## config.mk

```make
export PLATFORM = sky130hd
export DESIGN_NAME = hfx_slice_extract
export DESIGN_NICKNAME = d
export VERILOG_FILES = /design/src/rtl/hfx_pkg.sv /design/src/rtl/hfx_pos_ctr.sv /design/src/rtl/hfx_cfg_bank.sv /design/src/rtl/hfx_slice.sv /design/src/rtl/hfx_slice_extract.sv
export SDC_FILE = /design/constraint.sdc
export NUM_CORES = 1
export LEC_CHECK = 0
export BUFFER_PORTS_ARGS = -buffer_cell sky130_fd_sc_hd__buf_4
export CAP_MARGIN = 15
export CORE_ASPECT_RATIO = 0.75
export CORE_MARGIN = 4
export CORE_UTILIZATION = 40
export CTS_CLUSTER_SIZE = 16
export DETAILED_ROUTE_END_ITERATION = 8
export GPL_ROUTABILITY_DRIVEN = 0
export PLACE_DENSITY = 0.66
export SLEW_MARGIN = 10
export SYNTH_ARGS = -nofsm -noshare
export SYNTH_HDL_FRONTEND = slang
export SYNTH_SLANG_ARGS = --single-unit
```

## constraint.sdc

```tcl
create_clock -name clk -period 10.69 [get_ports clk]
set_input_delay 2.138 -clock clk [delete_from_list [all_inputs] [get_ports clk]]
set_output_delay 2.138 -clock clk [all_outputs]
set_load 0.005 [all_outputs]
```

## src/rtl/hfx_pkg.sv

```systemverilog
package hfx_pkg;

   localparam int FLD_W  = 16;
   localparam int BYTE_W = 8;

   typedef enum logic [1:0] {
      ANC_OFF  = 2'b00,
      ANC_L2   = 2'b01,
      ANC_L3   = 2'b10,
      ANC_RSVD = 2'b11
   } anchor_e;

   function automatic logic anchor_live(input logic [1:0] code);
      return (code == ANC_L2) || (code == ANC_L3);
   endfunction

endpackage

```

## src/rtl/hfx_pos_ctr.sv

```systemverilog
module hfx_pos_ctr #(
   parameter int POS_W = 11
) (
   input  logic             clk,
   input  logic             rst_n,
   input  logic             beat,
   input  logic             sop,
   output logic [POS_W-1:0] pos_cur
);

   localparam logic [POS_W-1:0] POS_MAX = '1;

   logic [POS_W-1:0] cnt_q;

   assign pos_cur = sop ? '0 : cnt_q;

   always_ff @(posedge clk or negedge rst_n) begin
      if (!rst_n) begin
         cnt_q <= '0;
      end else if (beat) begin
         cnt_q <= (pos_cur == POS_MAX) ? POS_MAX : pos_cur + 1'b1;
      end
   end


   idle_hold_chk: assert property (@(posedge clk) disable iff (!rst_n)
      !beat |=> $stable(cnt_q));

endmodule

```

## src/rtl/hfx_cfg_bank.sv

```systemverilog
module hfx_cfg_bank #(
   parameter int               NUM_SLICES = 9,
   parameter int               CFG_W      = 7,
   parameter int               ADDR_W     = 8,
   parameter logic [ADDR_W-1:0] BASE_ADDR = 8'h40,
   localparam int              CNT_W      = $clog2(NUM_SLICES + 1)
) (
   input  logic                                 clk,
   input  logic                                 rst_n,
   input  logic                                 wr_en,
   input  logic [ADDR_W-1:0]                    wr_addr,
   input  logic [CFG_W-1:0]                     wr_data,
   input  logic                                 pkt_start,
   output logic [NUM_SLICES-1:0][CFG_W-1:0]     cfg_use,
   output logic [CNT_W-1:0]                     act_cnt
);

   import hfx_pkg::*;

   localparam int IDX_W = ADDR_W - 2;

   logic [NUM_SLICES-1:0][CFG_W-1:0] shadow_q;
   logic [NUM_SLICES-1:0][CFG_W-1:0] live_q;
   logic [ADDR_W-1:0]                rel_addr;
   logic [IDX_W-1:0]                 wr_idx;
   logic                             addr_hit;

   assign rel_addr = wr_addr - BASE_ADDR;
   assign wr_idx   = rel_addr[ADDR_W-1:2];
   assign addr_hit = wr_en && (rel_addr[1:0] == 2'b00)
                     && (int'(wr_idx) < NUM_SLICES);

   generate
      for (genvar k = 0; k < NUM_SLICES; k++) begin : g_reg
         always_ff @(posedge clk or negedge rst_n) begin
            if (!rst_n) begin
               shadow_q[k] <= '0;
            end else if (addr_hit && (int'(wr_idx) == k)) begin
               shadow_q[k] <= wr_data;
            end
         end
      end
   endgenerate

   always_ff @(posedge clk or negedge rst_n) begin
      if (!rst_n) begin
         live_q <= '0;
      end else if (pkt_start) begin
         live_q <= shadow_q;
      end
   end

   assign cfg_use = pkt_start ? shadow_q : live_q;

   always_comb begin
      act_cnt = '0;
      for (int k = 0; k < NUM_SLICES; k++) begin
         if (anchor_live(live_q[k][CFG_W-1 -: 2])) begin
            act_cnt = act_cnt + 1'b1;
         end
      end
   end


   live_cfg_hold_chk: assert property (@(posedge clk) disable iff (!rst_n)
      !pkt_start |=> $stable(live_q));


   act_cnt_range_chk: assert property (@(posedge clk) disable iff (!rst_n)
      int'(act_cnt) <= NUM_SLICES);

endmodule

```

## src/rtl/hfx_slice.sv

```systemverilog
module hfx_slice #(
   parameter int  POS_W = 11,
   parameter int  OFS_W = 5,
   localparam int CFG_W = OFS_W + 2
) (
   input  logic             clk,
   input  logic             rst_n,
   input  logic [CFG_W-1:0] cfg,
   input  logic             beat,
   input  logic             sop,
   input  logic [POS_W-1:0] pos,
   input  logic [7:0]       din,
   input  logic [POS_W-1:0] l2_end,
   input  logic [POS_W-1:0] l3_end,
   output logic             fld_ok,
   output logic [15:0]      fld_data
);

   import hfx_pkg::*;

   logic [1:0]       code;
   logic [OFS_W-1:0] ofs;
   logic             live;
   logic [POS_W-1:0] anc_pos;
   logic [POS_W:0]   tgt_hi;
   logic [POS_W:0]   tgt_lo;
   logic             hit_hi;
   logic             hit_lo;

   logic             got_hi_q, got_lo_q;
   logic [7:0]       hi_q, lo_q;
   logic             got_hi_n, got_lo_n;
   logic [7:0]       hi_n, lo_n;

   assign code    = cfg[CFG_W-1 -: 2];
   assign ofs     = cfg[OFS_W-1:0];
   assign live    = anchor_live(code);
   assign anc_pos = (code == ANC_L3) ? l3_end : l2_end;
   assign tgt_hi  = {1'b0, anc_pos} + (POS_W+1)'({ofs, 1'b0});
   assign tgt_lo  = tgt_hi + 1'b1;
   assign hit_hi  = beat && live && ({1'b0, pos} == tgt_hi);
   assign hit_lo  = beat && live && ({1'b0, pos} == tgt_lo);

   always_comb begin
      got_hi_n = sop ? 1'b0 : got_hi_q;
      got_lo_n = sop ? 1'b0 : got_lo_q;
      hi_n     = sop ? 8'h00 : hi_q;
      lo_n     = sop ? 8'h00 : lo_q;
      if (hit_hi) begin
         got_hi_n = 1'b1;
         hi_n     = din;
      end
      if (hit_lo) begin
         got_lo_n = 1'b1;
         lo_n     = din;
      end
   end

   always_ff @(posedge clk or negedge rst_n) begin
      if (!rst_n) begin
         got_hi_q <= 1'b0;
         got_lo_q <= 1'b0;
         hi_q     <= '0;
         lo_q     <= '0;
      end else if (beat) begin
         got_hi_q <= got_hi_n;
         got_lo_q <= got_lo_n;
         hi_q     <= hi_n;
         lo_q     <= lo_n;
      end
   end

   assign fld_ok   = got_hi_n && got_lo_n;
   assign fld_data = fld_ok ? {hi_n, lo_n} : 16'h0000;

   // the low byte follows the high byte, never precedes it
   lo_after_hi_chk: assert property (@(posedge clk) disable iff (!rst_n)
      (beat && !sop && got_lo_q) |-> got_hi_q);

endmodule

```

## src/rtl/hfx_slice_extract.sv

```systemverilog
module hfx_slice_extract #(
   parameter int               NUM_SLICES = 9,
   parameter int               OFS_W      = 5,
   parameter int               POS_W      = 11,
   parameter int               ADDR_W     = 8,
   parameter logic [ADDR_W-1:0] BASE_ADDR = 8'h40,
   localparam int              CFG_W      = OFS_W + 2,
   localparam int              KEY_W      = 16 * NUM_SLICES,
   localparam int              CNT_W      = $clog2(NUM_SLICES + 1)
) (
   input  logic                  clk,
   input  logic                  rst_n,
   input  logic                  cfg_wr_en,
   input  logic [ADDR_W-1:0]     cfg_wr_addr,
   input  logic [CFG_W-1:0]      cfg_wr_data,
   input  logic                  in_valid,
   input  logic                  in_sop,
   input  logic                  in_eop,
   input  logic [7:0]            in_byte,
   input  logic [POS_W-1:0]      l2_end,
   input  logic [POS_W-1:0]      l3_end,
   output logic [KEY_W-1:0]      key_data,
   output logic [NUM_SLICES-1:0] key_valid,
   output logic                  key_done,
   output logic [CNT_W-1:0]      slice_cnt
);

   generate
      if (NUM_SLICES < 1) begin : g_bad_n
         $error("NUM_SLICES must be at least 1");
      end
      if (OFS_W + 1 > POS_W) begin : g_bad_ofs
         $error("OFS_W too wide for POS_W");
      end
      if (ADDR_W < 3 || (4 * NUM_SLICES) > (1 << ADDR_W)) begin : g_bad_addr
         $error("ADDR_W cannot hold the slice bank");
      end
   endgenerate

   logic                             beat;
   logic                             sop_beat;
   logic                             eop_beat;
   logic [POS_W-1:0]                 pos_cur;
   logic [NUM_SLICES-1:0][CFG_W-1:0] cfg_use;
   logic [NUM_SLICES-1:0]            fld_ok;
   logic [KEY_W-1:0]                 fld_data;

   logic [KEY_W-1:0]                 key_data_q;
   logic [NUM_SLICES-1:0]            key_valid_q;
   logic                             key_done_q;

   assign beat     = in_valid;
   assign sop_beat = in_valid && in_sop;
   assign eop_beat = in_valid && in_eop;

   hfx_pos_ctr #(.POS_W(POS_W)) u_pos (
      .clk     (clk),
      .rst_n   (rst_n),
      .beat    (beat),
      .sop     (in_sop),
      .pos_cur (pos_cur)
   );

   hfx_cfg_bank #(
      .NUM_SLICES (NUM_SLICES),
      .CFG_W      (CFG_W),
      .ADDR_W     (ADDR_W),
      .BASE_ADDR  (BASE_ADDR)
   ) u_cfg (
      .clk       (clk),
      .rst_n     (rst_n),
      .wr_en     (cfg_wr_en),
      .wr_addr   (cfg_wr_addr),
      .wr_data   (cfg_wr_data),
      .pkt_start (sop_beat),
      .cfg_use   (cfg_use),
      .act_cnt   (slice_cnt)
   );

   generate
      for (genvar k = 0; k < NUM_SLICES; k++) begin : g_slice
         hfx_slice #(.POS_W(POS_W), .OFS_W(OFS_W)) u_slice (
            .clk      (clk),
            .rst_n    (rst_n),
            .cfg      (cfg_use[k]),
            .beat     (beat),
            .sop      (in_sop),
            .pos      (pos_cur),
            .din      (in_byte),
            .l2_end   (l2_end),
            .l3_end   (l3_end),
            .fld_ok   (fld_ok[k]),
            .fld_data (fld_data[16*k +: 16])
         );


         invalid_zero_chk: assert property (@(posedge clk) disable iff (!rst_n)
            !key_valid[k] |-> (key_data[16*k +: 16] == 16'h0000));
      end
   endgenerate

   always_ff @(posedge clk or negedge rst_n) begin
      if (!rst_n) begin
         key_data_q  <= '0;
         key_valid_q <= '0;
         key_done_q  <= 1'b0;
      end else begin
         key_done_q <= eop_beat;
         if (eop_beat) begin
            key_data_q  <= fld_data;
            key_valid_q <= fld_ok;
         end else if (sop_beat) begin
            key_data_q  <= '0;
            key_valid_q <= '0;
         end
      end
   end

   assign key_data  = key_data_q;
   assign key_valid = key_valid_q;
   assign key_done  = key_done_q;


   done_after_eop_chk: assert property (@(posedge clk) disable iff (!rst_n)
      key_done |-> $past(in_valid && in_eop));


   done_single_chk: assert property (@(posedge clk) disable iff (!rst_n)
      (key_done && !(in_valid && in_eop)) |=> !key_done);


   key_hold_chk: assert property (@(posedge clk) disable iff (!rst_n)
      !(in_valid && (in_sop || in_eop)) |=> ($stable(key_data) && $stable(key_valid)));

endmodule

```

# Yosys cells after proc, flatten, opt, wreduce, memory -nomap -nowiden
# Cells that the tools add are included.
[totals]
mem_count = 0
ramBits = 0
mem_bits_ro = 0
reg_bits = 453
output_inout_bits = 158
word_cells = 326
latch_bits = 0
[classes]
n_div = 0
shift = 0
n_reduce_logical = 70
bitwise = 0
multipliers = 0
n_addsub = 28
magnitude_cmp = 1
n_mux = 106
n_eq_ne = 63
[op_table]
columns = ["operator", "count"]
rows = [
  ["144-bit two-way mux", 2],
  ["8-bit two-way mux", 36],
  ["11-bit by 12-bit equality test with 1-bit output", 18],
  ["16-bit two-way mux", 9],
  ["11-bit two-way mux", 11],
  ["11-bit by 6-bit adder with 12-bit output", 9],
  ["12-bit by 1-bit adder with 12-bit output, second input constant", 9],
  ["63-bit two-way mux", 1],
  ["1-bit logical AND", 49],
  ["1-bit two-way mux", 37],
  ["2-bit by 1-bit equality test with 1-bit output, second input constant", 18],
  ["2-bit equality test, second input constant", 18],
  ["4-bit two-way mux", 8],
  ["4-bit by 1-bit adder with 4-bit output, second input constant", 7],
  ["6-bit by 4-bit equality test with 1-bit output, second input constant", 4],
  ["1-bit logical OR", 18],
  ["9-bit two-way mux", 2],
  ["6-bit by 3-bit equality test with 1-bit output, second input constant", 2],
  ["11-bit by 1-bit adder with 11-bit output, second input constant", 1],
  ["11-bit equality test, second input constant", 1],
  ["8-bit by 7-bit subtractor with 8-bit output, second input constant", 1],
  ["6-bit by 2-bit equality test with 1-bit output, second input constant", 1],
  ["6-bit by 5-bit equality test with 1-bit output, second input constant", 1],
  ["6-bit logical NOT", 1],
  ["4 further kinds", 4],
]

# Longest topological paths before layout
# Gate-level depths: netlist (run 1).
[depth]
depth_word = 19
depth_mapped = 25

# Modules after synthesis
# From an unflattened synthesis (run 1), not the netlist that was laid out.
[unflattened]
cells_unflattened = 2967
hier_area_um2 = 31318.8
[modules_own_cells]
columns = ["mod", "instances", "area_per_inst_um2", "seq_area_each_um2", "cells_each"]
rows = [
  ["hfx_slice at g_slice[0].u_slice ...", 4, 2150.8, 450.4, 232],
  ["hfx_cfg_bank", 1, 5545.3, 3153.0, 384],
  ["hfx_slice_extract", 1, 5421.4, 3853.7, 343],
  ["hfx_slice at g_slice[7].u_slice ...", 2, 2230.9, 450.4, 241],
  ["hfx_slice at g_slice[2].u_slice ...", 2, 2179.6, 450.4, 247],
  ["hfx_slice at g_slice[6].u_slice", 1, 2228.4, 450.4, 259],
  ["hfx_pos_ctr", 1, 699.4, 275.3, 77],
]

# Worst setup path after synthesis (run 1)
# No wires, ideal clock.
[synth_timing]
path_kind = "input port to flip-flop"
from = "input port in_sop"
to = "register key_data_q[55], in the netlist key_data[55]"
path_stages = 24
setup_time_ps = 135
path_slack_ps = 2345
required_ps = 10555
arrival_ps = 8210
path_cell_list = "buf_2 > buf_1 > buf_1 > nand2_1 > buf_1 > mux2i_1 > ha_1 > clkbuf_1 > buf_1 > mux2_2 > ha_1 > fa_1 > a211oi_1 > o2111ai_1 > a2111oi_0 > nand3_1 > o21a_1 > o21ai_0 > or3b_2 > a211oi_1 > buf_4 > buf_4 > mux2i_1 > o21ai_1"
[synth_between]
elab_chain_len = 12
[synth_rtl]
columns = ["element", "line", "rtl"]
rows = [
  ["start, declared", "hfx_slice_extract.sv:17", "input logic in_sop,"],
  ["1-bit logical AND", "hfx_slice_extract.sv:53", "assign sop_beat = in_valid && in_sop;"],
  ["63-bit two-way mux", "n/a", ""],
  ["2-bit equality test", "hfx_pkg.sv:14, hfx_slice.sv:38", ""],
  ["11-bit two-way mux", "hfx_slice.sv:38", "assign anc_pos = (code == ANC_L3) ? l3_end : l2_end;"],
  ["11-bit by 6-bit adder with 12-bit output", "hfx_slice.sv:39", "assign tgt_hi = {1'b0, anc_pos} + (POS_W+1)'({ofs, 1'b0});"],
  ["12-bit by 1-bit adder with 12-bit output", "hfx_slice.sv:40", "assign tgt_lo = tgt_hi + 1'b1;"],
  ["11-bit by 12-bit equality test with 1-bit output", "hfx_slice.sv:42", "assign hit_lo = beat && live && ({1'b0, pos} == tgt_lo);"],
  ["1-bit logical AND", "hfx_slice.sv:42", ""],
  ["1-bit two-way mux", "hfx_slice.sv:53", "if (hit_lo) begin"],
  ["1-bit logical AND", "hfx_slice.sv:73", "assign fld_ok = got_hi_n && got_lo_n;"],
  ["16-bit two-way mux", "hfx_slice.sv:74", "assign fld_data = fld_ok ? {hi_n, lo_n} : 16'h0000;"],
  ["144-bit two-way mux", "hfx_slice_extract.sv:109", "if (eop_beat) begin"],
  ["end signal, assigned", "hfx_slice_extract.sv:110", "key_data_q <= fld_data;"],
  ["end, declared", "hfx_slice_extract.sv:48", "logic [KEY_W-1:0] key_data_q;"],
]
# Parallel ways exist; a longest one is shown, timed or not.
# A chain may end at the register's enable or synchronous reset.

# Worst setup path after layout (run 1)
[layout_timing]
from = "input port in_sop"
to = "register key_data_q[60], in the netlist key_data[60]"
# The elaborated chain is that of the path after synthesis.

==> flow_summary.yaml, run 1 <==
outcome:
  result_of_the_run: "completed"
synthesis:
  post_synth.cell_area_avg_um2: 9.41
  post_synth_mux_area_share: 0.115
  ys_warn_count: 0
  number_of_enable_flip_flop_cells_after_synthesis: 0
  async_flop_share: 1.00
  number_of_library_cell_types_mapped_by_synthesis: 91
  post_synthesis_instance_area_mm2: 0.0285
  post_synth_and_or_nand_nor_area_fraction: 0.166
  synth_fa_ha_area_frac: 0.0379
  synth_top_area_cell: "dfrtp_1"
  postSynthCellCount: 3034
  fraction_of_the_mapped_netlist_area_in_compound_gates: 0.173
  synth_most_common_cell: "dfrtp_1"
  synth.yosys.seq_area_share: 0.397
  syn-num-nets: 3166
  synth_top_family_by_area: "compound AO/OA/AOI/OAI gates"
  netlist_top_cells_area: "dfrtp_1, mux2_2, mux2i_1"
  synthTopCellsByCount: "dfrtp_1, nand2_1, o21ai_0"
  synthXorXnorAreaFrac: 0.0720
  top_flip_flop_cell_by_instance_count_after_synthesis: "dfrtp_1"
  synth.ff_latch_count: 453
  post-synth-top-area-fraction: 0.397
detailed_routing:
  via_per_inst: 5.91
  drcViolationCount: 0
  detailroute.via_count: 24317
  drt_iter0_markers: 2749
  dr.pass1.iters: 5
  route.antenna.remaining_nets: 0
  detail_route.wl_per_cell_um: 22.1
  finalWirelength_mm: 91.2
pwr:
  leakage_uw: 0.0147
  p_total_uw: 4320
  power_per_cell_area_mw_per_mm2: 133
  vdd_drop_max_mv: 0.112
critical_path:
  crit_slowest_cell: "a2111oi_0"
  critical_path_class: "primary input to flip-flop"
  r2r_endpoint: "g_slice[7].u_slice.lo_q[2]"
  timing.critical_path.mode_cell: "buf_4"
  crit_arrival_ps: 8940
  setup.worst_path.start_class: "primary input"
  cp_max_fo: 33
  critPathCaptureType: "flip-flop"
  reg2regPathDepth: 15
  r2r_setup_slack_ps: 4510
  slowest_delay_ps: 770
  rr_startpoint: "u_cfg.shadow_q[54]"
  crit_path_cell_trace: "buf_4, nand2_4, buf_4, mux2i_1, ha_1, mux2_2, ha_1, fa_1, a211oi_1, o2111ai_1, a2111oi_0, nand3_1, o21a_1, o21ai_0, or3b_2, a211oi_2, buf_4, o21bai_1, o21ai_0"
  critical_path_required_ps: 11180
sta:
  finalWorstPathRequiredPeriod_ps: 8450
  grt_setup_unrepaired: "no"
  slew_headroom: 0.186
  tightestPinTransition_ps: 1220
  fin_tns_setup_ps: 0
  hold_violations: 0
  fin_crit_sh: 0.790
  finish_stage_setup_viols: 0
  finalMaxSlewViolations: 0
  skew_ps: 19.0
  fmaxAchievable_mhz: 118
worst_hold_path:
  worst_hold_startpoint: "key_valid[8]"
  worst_hold_path_depth: 2
  holdPathEnd: "key_valid[8]"
  timing.hold.worst.class: "flip-flop to flip-flop"
layout:
  stdcell_area_mm2: 0.0326
  total_inserted_antenna_cells: 0
  num-nets-final: 3267
  syn2layout_area_growth_pct: 14.1
  post_route_cells_drive_above_1_share: 0.175
global_route:
  number_of_global_route_vias_before_repair: 22966
  first_pass_grt_wire_length_mm: 139
  globalRoute.busiestLayer: "met2"
  fraction_of_met2_tracks_used_by_global_routing: 0.368
  groute.usage.overall: 0.235
  grt_util_met3: 0.0375
  grt.overflow.total: 0
  antenna_found_initial: 4
  groute.layer.met1.usage: 0.336
  maximum_number_of_pins_on_one_net_before_global_route_repair: 147
clocking:
  cts.sinks: 453
  path_clk_slew_ps: 60
  clock_latency_ps: 590
  postCtsSetupBuffers: 0
  numCtsBuffers: 46
  cts-htree-levels: 2
  cts_buffer_depth: 3
  ctsResizeCount: 0
  cts.root.buffer_cell: "clkbuf_16"
  cts_hold_repair.buffers: 0
  tritoncts_clock_tree: "done"
die:
  coreArea_mm2: 0.0704
  initial_utilization: 0.405
  design.portCount: 209
  die_h_um: 239
  floorplan.rows: 84
  chipWidth_um: 316
  die_ar_mm2: 0.0757
placed_design:
  hpwl_mm: 61.8
  dpl_cell_area_mm2: 0.0309
  port-buffer-count: 208
job:
  drv.max_cap_violation_count: 0
## worst max-delay path by stage
stage,from,endpoint,depth (start not counted)
2_1_floorplan,in_sop,key_data[55],24
3_3_place_gp,in_sop,key_data[58],19
3_5_place_dp,in_sop,key_data[60],19
4_1_cts,in_sop,key_data[60],19
5_1_grt,in_sop,key_data[57],19
6_report,in_sop,key_data[60],19
## cell families after synthesis
kind of cell             Yosys count
adder cells (fa/ha/maj)           81
flip-flops                       453
XOR/XNOR                         208
AND/OR/NAND/NOR                  931
AO/OA/AOI/OAI                    775
buffers and inverters            281
multiplexers                     305
## where the power goes
group	switching [µW]	leakage (µW)	internal [µW]
clock	717	0.000786	994
sequential	33.2	0.00614	1770
combinational	507	0.00777	296
## registers in the layout, summed over array words and instances, names as in the netlist
signal	flops
u_cfg.live_q	63
g_slice.u_slice.got_lo_q	9
key_valid	9
u_cfg.shadow_q	63
key_done	1
g_slice.u_slice.got_hi_q	9
key_data	144
g_slice.u_slice.lo_q	72
u_pos.cnt_q	11
g_slice.u_slice.hi_q	72
## final cells by class
| type | instances | area (µm²) |
|---|---|---|
| Sequential cell | 453 | 11300 |
| Clock inverter | 11 | 184 |
| Clock buffer | 73 | 1420 |
| Inverter | 83 | 312 |
| Tap cell | 946 | 1180 |
| Timing Repair Buffer | 251 | 1910 |
| Multi-Input combinational cell | 2300 | 16200 |
| Fill cell | 6738 | 37900 |
## per-layer routing
layer,routed length (µm),share of wire
met2,41300,0.45
met3,6820,0.075
met1,40300,0.44
met4,2800,0.031
met5,0,0
## worst max-delay path, delay by kind of cell
kind	cells	cell delay, ps
compound gates	8	2510
fa+ha+maj	3	1300
buf+inv	3	1110
simple gates	3	1040
mux	2	770
## cell usage in the layout, fill, tap and decap left out, types with 17 or more instances in the layout
cell	instances
nor4_1	23
nand2_1	282
o21a_1	19
mux2_2	184
xnor2_1	113
a21oi_1	196
nor3b_1	66
o211ai_1	36
nand3_1	86
a22oi_1	17
clkbuf_16	46
inv_1	82
buf_4	248
a211oi_1	36
nand4_1	45
nor3_1	39
a22o_1	35
dfrtp_1	453
clkbuf_8	17
xor2_1	78
and2_1	24
a21o_1	48
nor2_1	187
o21ai_0	204
a31oi_1	18
and3_1	48
nor2b_1	34
o21ai_1	33
mux2i_1	121
ha_1	72
xnor3_1	17
## metrics by stage
stage / util / hold slack (ps) / worst slack, ps / cells
2_1_floorplan: - / 447 / 2350 / 3034
3_3_place_gp: 0.439 / 460 / 1920 / 4033
3_5_place_dp: 0.439 / 465 / 1780 / 4033
4_1_cts: 0.462 / 480 / 2360 / 4117
5_1_grt: 0.462 / 484 / 1840 / 4117
6_report: 0.462 / 475 / 2240 / 4117
Note: power is estimated with default switching activity, not from simulation.
==> run 2: changes to the inputs <==
--- a/config.mk
+++ b/config.mk
@@ -13,7 +13,7 @@
 export CTS_CLUSTER_SIZE = 16
 export DETAILED_ROUTE_END_ITERATION = 8
 export GPL_ROUTABILITY_DRIVEN = 0
-export PLACE_DENSITY = 0.66
+export PLACE_DENSITY = 0.68
 export SLEW_MARGIN = 10
 export SYNTH_ARGS = -nofsm -noshare
 export SYNTH_HDL_FRONTEND = slang
==> constraint.sdc (replaced) <==
create_clock -name clk -period 7.7 [get_ports clk]
set_input_delay 1.54 -clock clk [delete_from_list [all_inputs] [get_ports clk]]
set_output_delay 1.54 -clock clk [all_outputs]
set_load 0.005 [all_outputs]
==> flow_summary.yaml, run 2 (same netlist as run 1, synthesis figures left out) <==
outcome:
  result_of_the_run: "completed"
detailed_routing:
  detailroute.via_count: 24309
  dr.pass1.iters: 5
  finalWirelength_mm: 90.1
  drcViolationCount: 0
  route.antenna.remaining_nets: 0
  via_per_inst: 5.87
  detail_route.wl_per_cell_um: 21.8
  drt_iter0_markers: 2339
clocking:
  cts.root.buffer_cell: "clkbuf_16"
  numCtsBuffers: 45
  cts_buffer_depth: 3
  postCtsSetupBuffers: 0
  cts_hold_repair.buffers: 0
  cts-htree-levels: 2
  clock_latency_ps: 600
  tritoncts_clock_tree: "done"
  path_clk_slew_ps: 60
  cts.sinks: 453
  ctsResizeCount: 0
layout:
  filler_cell_count: 6692
  syn2layout_area_growth_pct: 14.5
  layout.cells.most_common_list: "dfrtp_1, nand2_1, buf_4, o21ai_0, a21oi_1"
  num-nets-final: 3294
  final_common_cell: "dfrtp_1"
  post_route_cells_drive_above_1_share: 0.181
  largest_register_ffs: 144
placed_design:
  port-buffer-count: 208
  post-place-ws_ps: 513
  hpwl_mm: 62.0
critical_path:
  crit_path_cell_trace: "xor2_1, ha_1, xnor2_1, inv_1, ha_1, mux2_2, ha_1, mux2_2, ha_1, mux2_2, ha_1, mux2i_1, inv_1, ha_1, nand2_1, o21ai_0, ha_1, nand2_1, xor2_1, xnor2_1, buf_4"
  critPathCaptureType: "output port"
  crit_arrival_ps: 5470
  worst_path_dominant_cell_family: "adder cells"
  slowest_delay_ps: 390
  setup.worst_path.start_class: "flip-flop"
  critPathBufInv: 3
  critical_path_class: "flip-flop to output port"
  timing.critical_path.mode_cell: "ha_1"
  critical_path_required_ps: 6160
  cp_max_fo: 3
  crit_slowest_cell: "dfrtp_1"
sta:
  fmaxAchievable_mhz: 143
  fin_crit_sh: 0.911
  finish_stage_setup_viols: 0
  fin_tns_setup_ps: 0
  tightestPinTransition_ps: 1090
  finalMaxSlewViolations: 0
  slew_headroom: 0.272
  hold_violations: 0
  grt_setup_unrepaired: "no"
  layout_setup_ws_ps: 686
  skew_ps: 23.1
  finalWorstPathRequiredPeriod_ps: 7010
global_route:
  antenna_found_initial: 2
  first_pass_grt_wire_length_mm: 138
  globalRoute.busiestLayer: "met2"
  groute.usage.overall: 0.231
  number_of_global_route_vias_before_repair: 22826
  groute.layer.met1.usage: 0.334
  fraction_of_met2_tracks_used_by_global_routing: 0.356
  grt_util_met3: 0.0393
  maximum_number_of_pins_on_one_net_before_global_route_repair: 179
  grt.overflow.total: 0
job:
  drv.max_cap_violation_count: 0
pwr:
  cellInternalPower_uw: 4180
  net-switching-power_uw: 1720
  clkPwrFrac: 0.386
  leakage_uw: 0.0148
  vdd_drop_max_mv: 0.141
  net_switching_share_of_the_total_power: 0.291
  power_per_cell_area_mw_per_mm2: 180
  sequentialPowerShare: 0.424
  share_comb_of_total_power: 0.191
die:
  chipWidth_um: 316
  die_ar_mm2: 0.0757
  floorplan.rows: 84
  design.portCount: 209
  die_h_um: 239
  coreArea_mm2: 0.0704
  initial_utilization: 0.405
worst_hold_path:
  timing.hold.worst.class: "flip-flop to flip-flop"
==> run 2: cell count changes in the layout (fill, tap and decap cells not counted), moves of 2 or more <==
| cell | delta |
|---|---|
| diode_2 | +2 |
| clkinv_8 | -2 |
| buf_12 | +2 |
| buf_4 | +25 |
| clkbuf_8 | -8 |
| clkinv_2 | +3 |
==> run 2: final cells by class <==
cell class              instances  area [µm²]  share of cell area
clock inverters                14         214             0.00655
well taps                     946        1180              0.0362
flip-flops and latches        453       11300               0.347
inverters                      83         312             0.00953
clock buffers                  63        1280              0.0393
multi-input cells            2300       16200               0.496
diodes                          2        5.00            0.000153
repair buffers                279        2140              0.0655
==> run 2: per-stage QoR <==
| step | cell area [µm²] | hold slack (ps) | instances | power [µW] | util |
|---|---|---|---|---|---|
| after floorplan | 28500 | 447 | 3034 | 3300 | - |
| after global placement | 31200 | 458 | 4060 | 3620 | 0.443 |
| after detailed placement | 31200 | 464 | 4060 | 3650 | 0.443 |
| after CTS | 32700 | 479 | 4137 | 5930 | 0.464 |
| after global routing | 32700 | 486 | 4139 | 6140 | 0.464 |
| final | 32700 | 476 | 4140 | 5900 | 0.464 |
==> run 2: power groups by stage <==
stage,combinational [µW],clock (µW),sequential (µW)
after floorplan,765,0,2530
after global placement,1090,0,2540
after detailed placement,1100,0,2540
after CTS,1110,2320,2500
after global routing,1230,2410,2510
final,1130,2270,2500
==> run 2: layer usage <==
metal	vias up	share of wire
met5	-	0
met4	0	0.032
met3	176	0.080
met2	946	0.45
met1	11936	0.44
li1	11251	-
==> run 2: path summary, 6_finish.rpt <==
path	start	end	slack, ps	cells past startpoint
setup reg to reg	u_cfg.shadow_q[54]	g_slice[7].u_slice.lo_q[1]	1800	15
min in group asynchronous	rst_n	key_data[77]	960	1
hold reg to reg	g_slice[1].u_slice.got_hi_q	g_slice[1].u_slice.got_hi_q	480	1
hold / removal	g_slice[1].u_slice.got_hi_q	g_slice[1].u_slice.got_hi_q	480	1
max in group asynchronous	rst_n	key_data[135]	5280	2
setup / recovery	u_cfg.live_q[13]	slice_cnt[2]	690	21
==> run 3: changes to the inputs <==
==> constraint.sdc (replaced) <==
create_clock -name clk -period 5.8 [get_ports clk]
set_input_delay 1.16 -clock clk [delete_from_list [all_inputs] [get_ports clk]]
set_output_delay 1.16 -clock clk [all_outputs]
set_load 0.005 [all_outputs]
==> flow_summary.yaml, run 3 (same netlist as run 1, synthesis figures left out) <==
outcome:
  result_of_the_run: "finished with violations"
  failed_checks: "setup timing"
clocking:
  cts-htree-levels: 2
  cts_buffer_depth: 3
  cts.sinks: 453
  clock_latency_ps: 600
  cts.root.buffer_cell: "clkbuf_16"
  tritoncts_clock_tree: "done"
  numCtsBuffers: 46
  path_clk_slew_ps: 60
sta:
  finalWorstPathRequiredPeriod_ps: 6050
  slew_headroom: 0.138
  hold-worst-slack_ps: 476
  finalMaxSlewViolations: 0
  skew_ps: 30.1
  tightestPinTransition_ps: 1290
  layout_setup_ws_ps: -251
  hold_violations: 0
  fin_crit_sh: 1.04
  finish_stage_setup_viols: 3
  grt_setup_unrepaired: "yes"
  fmaxAchievable_mhz: 165
critical_path:
  setup.worst_path.start_class: "flip-flop"
  critical_path_required_ps: 4640
  timing.critical_path.mode_cell: "ha_4"
  crit_path_start: "u_cfg.live_q[13]"
  r2r_endpoint: "key_data[119]"
  critical_path_class: "flip-flop to output port"
  crit_arrival_ps: 4890
  crit_slowest_cell: "dfrtp_1"
  reg2regPathDepth: 16
  rr_startpoint: "u_cfg.shadow_q[55]"
  cp_max_fo: 3
  crit_path_cell_trace: "xor2_2, ha_4, xnor2_2, inv_1, ha_4, mux2_4, ha_4, mux2_4, ha_4, mux2_4, ha_4, mux2i_4, inv_2, ha_4, nand2_4, o21ai_4, ha_4, nand2_2, xor2_1, xnor2_1, buf_4"
  slowest_delay_ps: 420
  r2r_setup_slack_ps: 1030
  critPathCaptureType: "output port"
pwr:
  vdd_drop_max_mv: 0.204
  leakage_uw: 0.0160
  share_comb_of_total_power: 0.215
  net_switching_share_of_the_total_power: 0.299
  power_per_cell_area_mw_per_mm2: 228
  cellInternalPower_uw: 5660
  sequentialPowerShare: 0.413
  net-switching-power_uw: 2410
  clkPwrFrac: 0.373
die:
  die_h_um: 239
  chipWidth_um: 316
  design.portCount: 209
  floorplan.rows: 84
  initial_utilization: 0.405
  coreArea_mm2: 0.0704
  die_ar_mm2: 0.0757
placed_design:
  post-place-ws_ps: -137
  hpwl_mm: 66.1
  port-buffer-count: 208
  dpl_cell_area_mm2: 0.0337
detailed_routing:
  dr.max_layer_used: "met5"
  detail_route.wl_per_cell_um: 21.5
  drt_iter0_markers: 2780
  dr.pass1.iters: 6
  route.antenna.remaining_nets: 0
  met3_wirelength_mm: 7.14
  detailroute.via_count: 25317
  drcViolationCount: 0
  via_per_inst: 5.77
  wl_met2_mm: 42.4
  finalWirelength_mm: 94.2
  drt-met1-wl_mm: 42.2
worst_hold_path:
  worst_hold_startpoint: "key_valid[8]"
  timing.hold.worst.class: "flip-flop to flip-flop"
  holdPathEnd: "key_valid[8]"
  worst_hold_path_depth: 2
layout:
  multi_input_area_mm2: 0.0170
  post_route_cells_drive_above_1_share: 0.266
  num-nets-final: 3537
  final_common_cell: "buf_4"
  stdcell_area_mm2: 0.0355
  ff_latch_area_mm2: 0.0113
  largest_register_ffs: 144
  layout.cells.most_common_list: "buf_4, dfrtp_1, nand2_1, a21oi_1, o21ai_0"
  filler_cell_count: 6446
  syn2layout_area_growth_pct: 24.4
  total_inserted_antenna_cells: 0
global_route:
  grt.overflow.total: 0
  groute.usage.overall: 0.244
  antenna_found_initial: 1
  first_pass_grt_wire_length_mm: 144
  number_of_global_route_vias_before_repair: 24444
  maximum_number_of_pins_on_one_net_before_global_route_repair: 126
job:
  drv.max_cap_violation_count: 0
==> run 3: changes by cell type in the layout (fill, tap and decap cells not counted), sizes merged <==
cell,change
diode,-2
bufinv,-1
buf,+242
clkinv,+7
clkinvlp,+3
clkbuf,-3
==> run 3: repair_timing <==
item,CTS,global route
resized for setup,14,19
pin swaps,12,10
cloned,0,0
setup buffers,3,1
hold buffers,0,0
setup endpoints to repair,3,3
==> run 3: worst max path at each step <==
stage / cells after the start / endpoint / slack, ps
final: 21 / slice_cnt[2] / -250
after global routing: 19 / slice_cnt[2] / -420
after CTS: 21 / slice_cnt[2] / -280
after detailed placement: 20 / key_data[70] / -140
after global placement: 22 / slice_cnt[2] / -100
after floorplan: 21 / g_slice[7].u_slice.lo_q[0] / -250
==> run 3: final cells by class <==
| type | instances | share of cell area |
|---|---|---|
| clock buffers | 60 | 0.0353 |
| inverters | 83 | 0.00878 |
| clock inverters | 23 | 0.00708 |
| flip-flops and latches | 453 | 0.319 |
| multi-input cells | 2300 | 0.479 |
| well taps | 946 | 0.0333 |
| repair buffers | 521 | 0.117 |
==> run 3: worst max-delay path: cells and delay by family, from the launching register on <==
kind	cells	cell delay [ps]
fa+ha+maj	7	1540
mux	4	980
xor+xnor	4	830
flops	1	420
buf+inv	3	300
compound gates	1	110
simple gates	2	90
==> run 3: stage by stage <==
stage	power (µW)	instances	util	setup TNS [ps]
floorplan	4430	3034	-	-7490
global placement	5000	4299	0.479	-1100
detailed placement	5030	4299	0.479	-3120
CTS	8070	4384	0.502	-603
global route	8410	4386	0.504	-866
finish	8080	4386	0.504	-428
==> run 3: per-layer routing <==
| metal | up-vias | GRT usage |
|---|---|---|
| met4 | 2 | 0.0656 |
| met1 | 12558 | 0.349 |
| met3 | 154 | 0.0445 |
| li1 | 11717 | - |
| met5 | - | 0 |
| met2 | 886 | 0.381 |
==> run 3: power groups by stage <==
| stage | Sequential (µW) | Clock (µW) | Combinational [µW] |
|---|---|---|---|
| 3_3_place_gp | 3390 | 0 | 1620 |
| 4_1_cts | 3330 | 3070 | 1670 |
| 6_report | 3330 | 3010 | 1730 |
| 5_1_grt | 3340 | 3190 | 1880 |
| 3_5_place_dp | 3390 | 0 | 1640 |
| 2_1_floorplan | 3360 | 0 | 1070 |
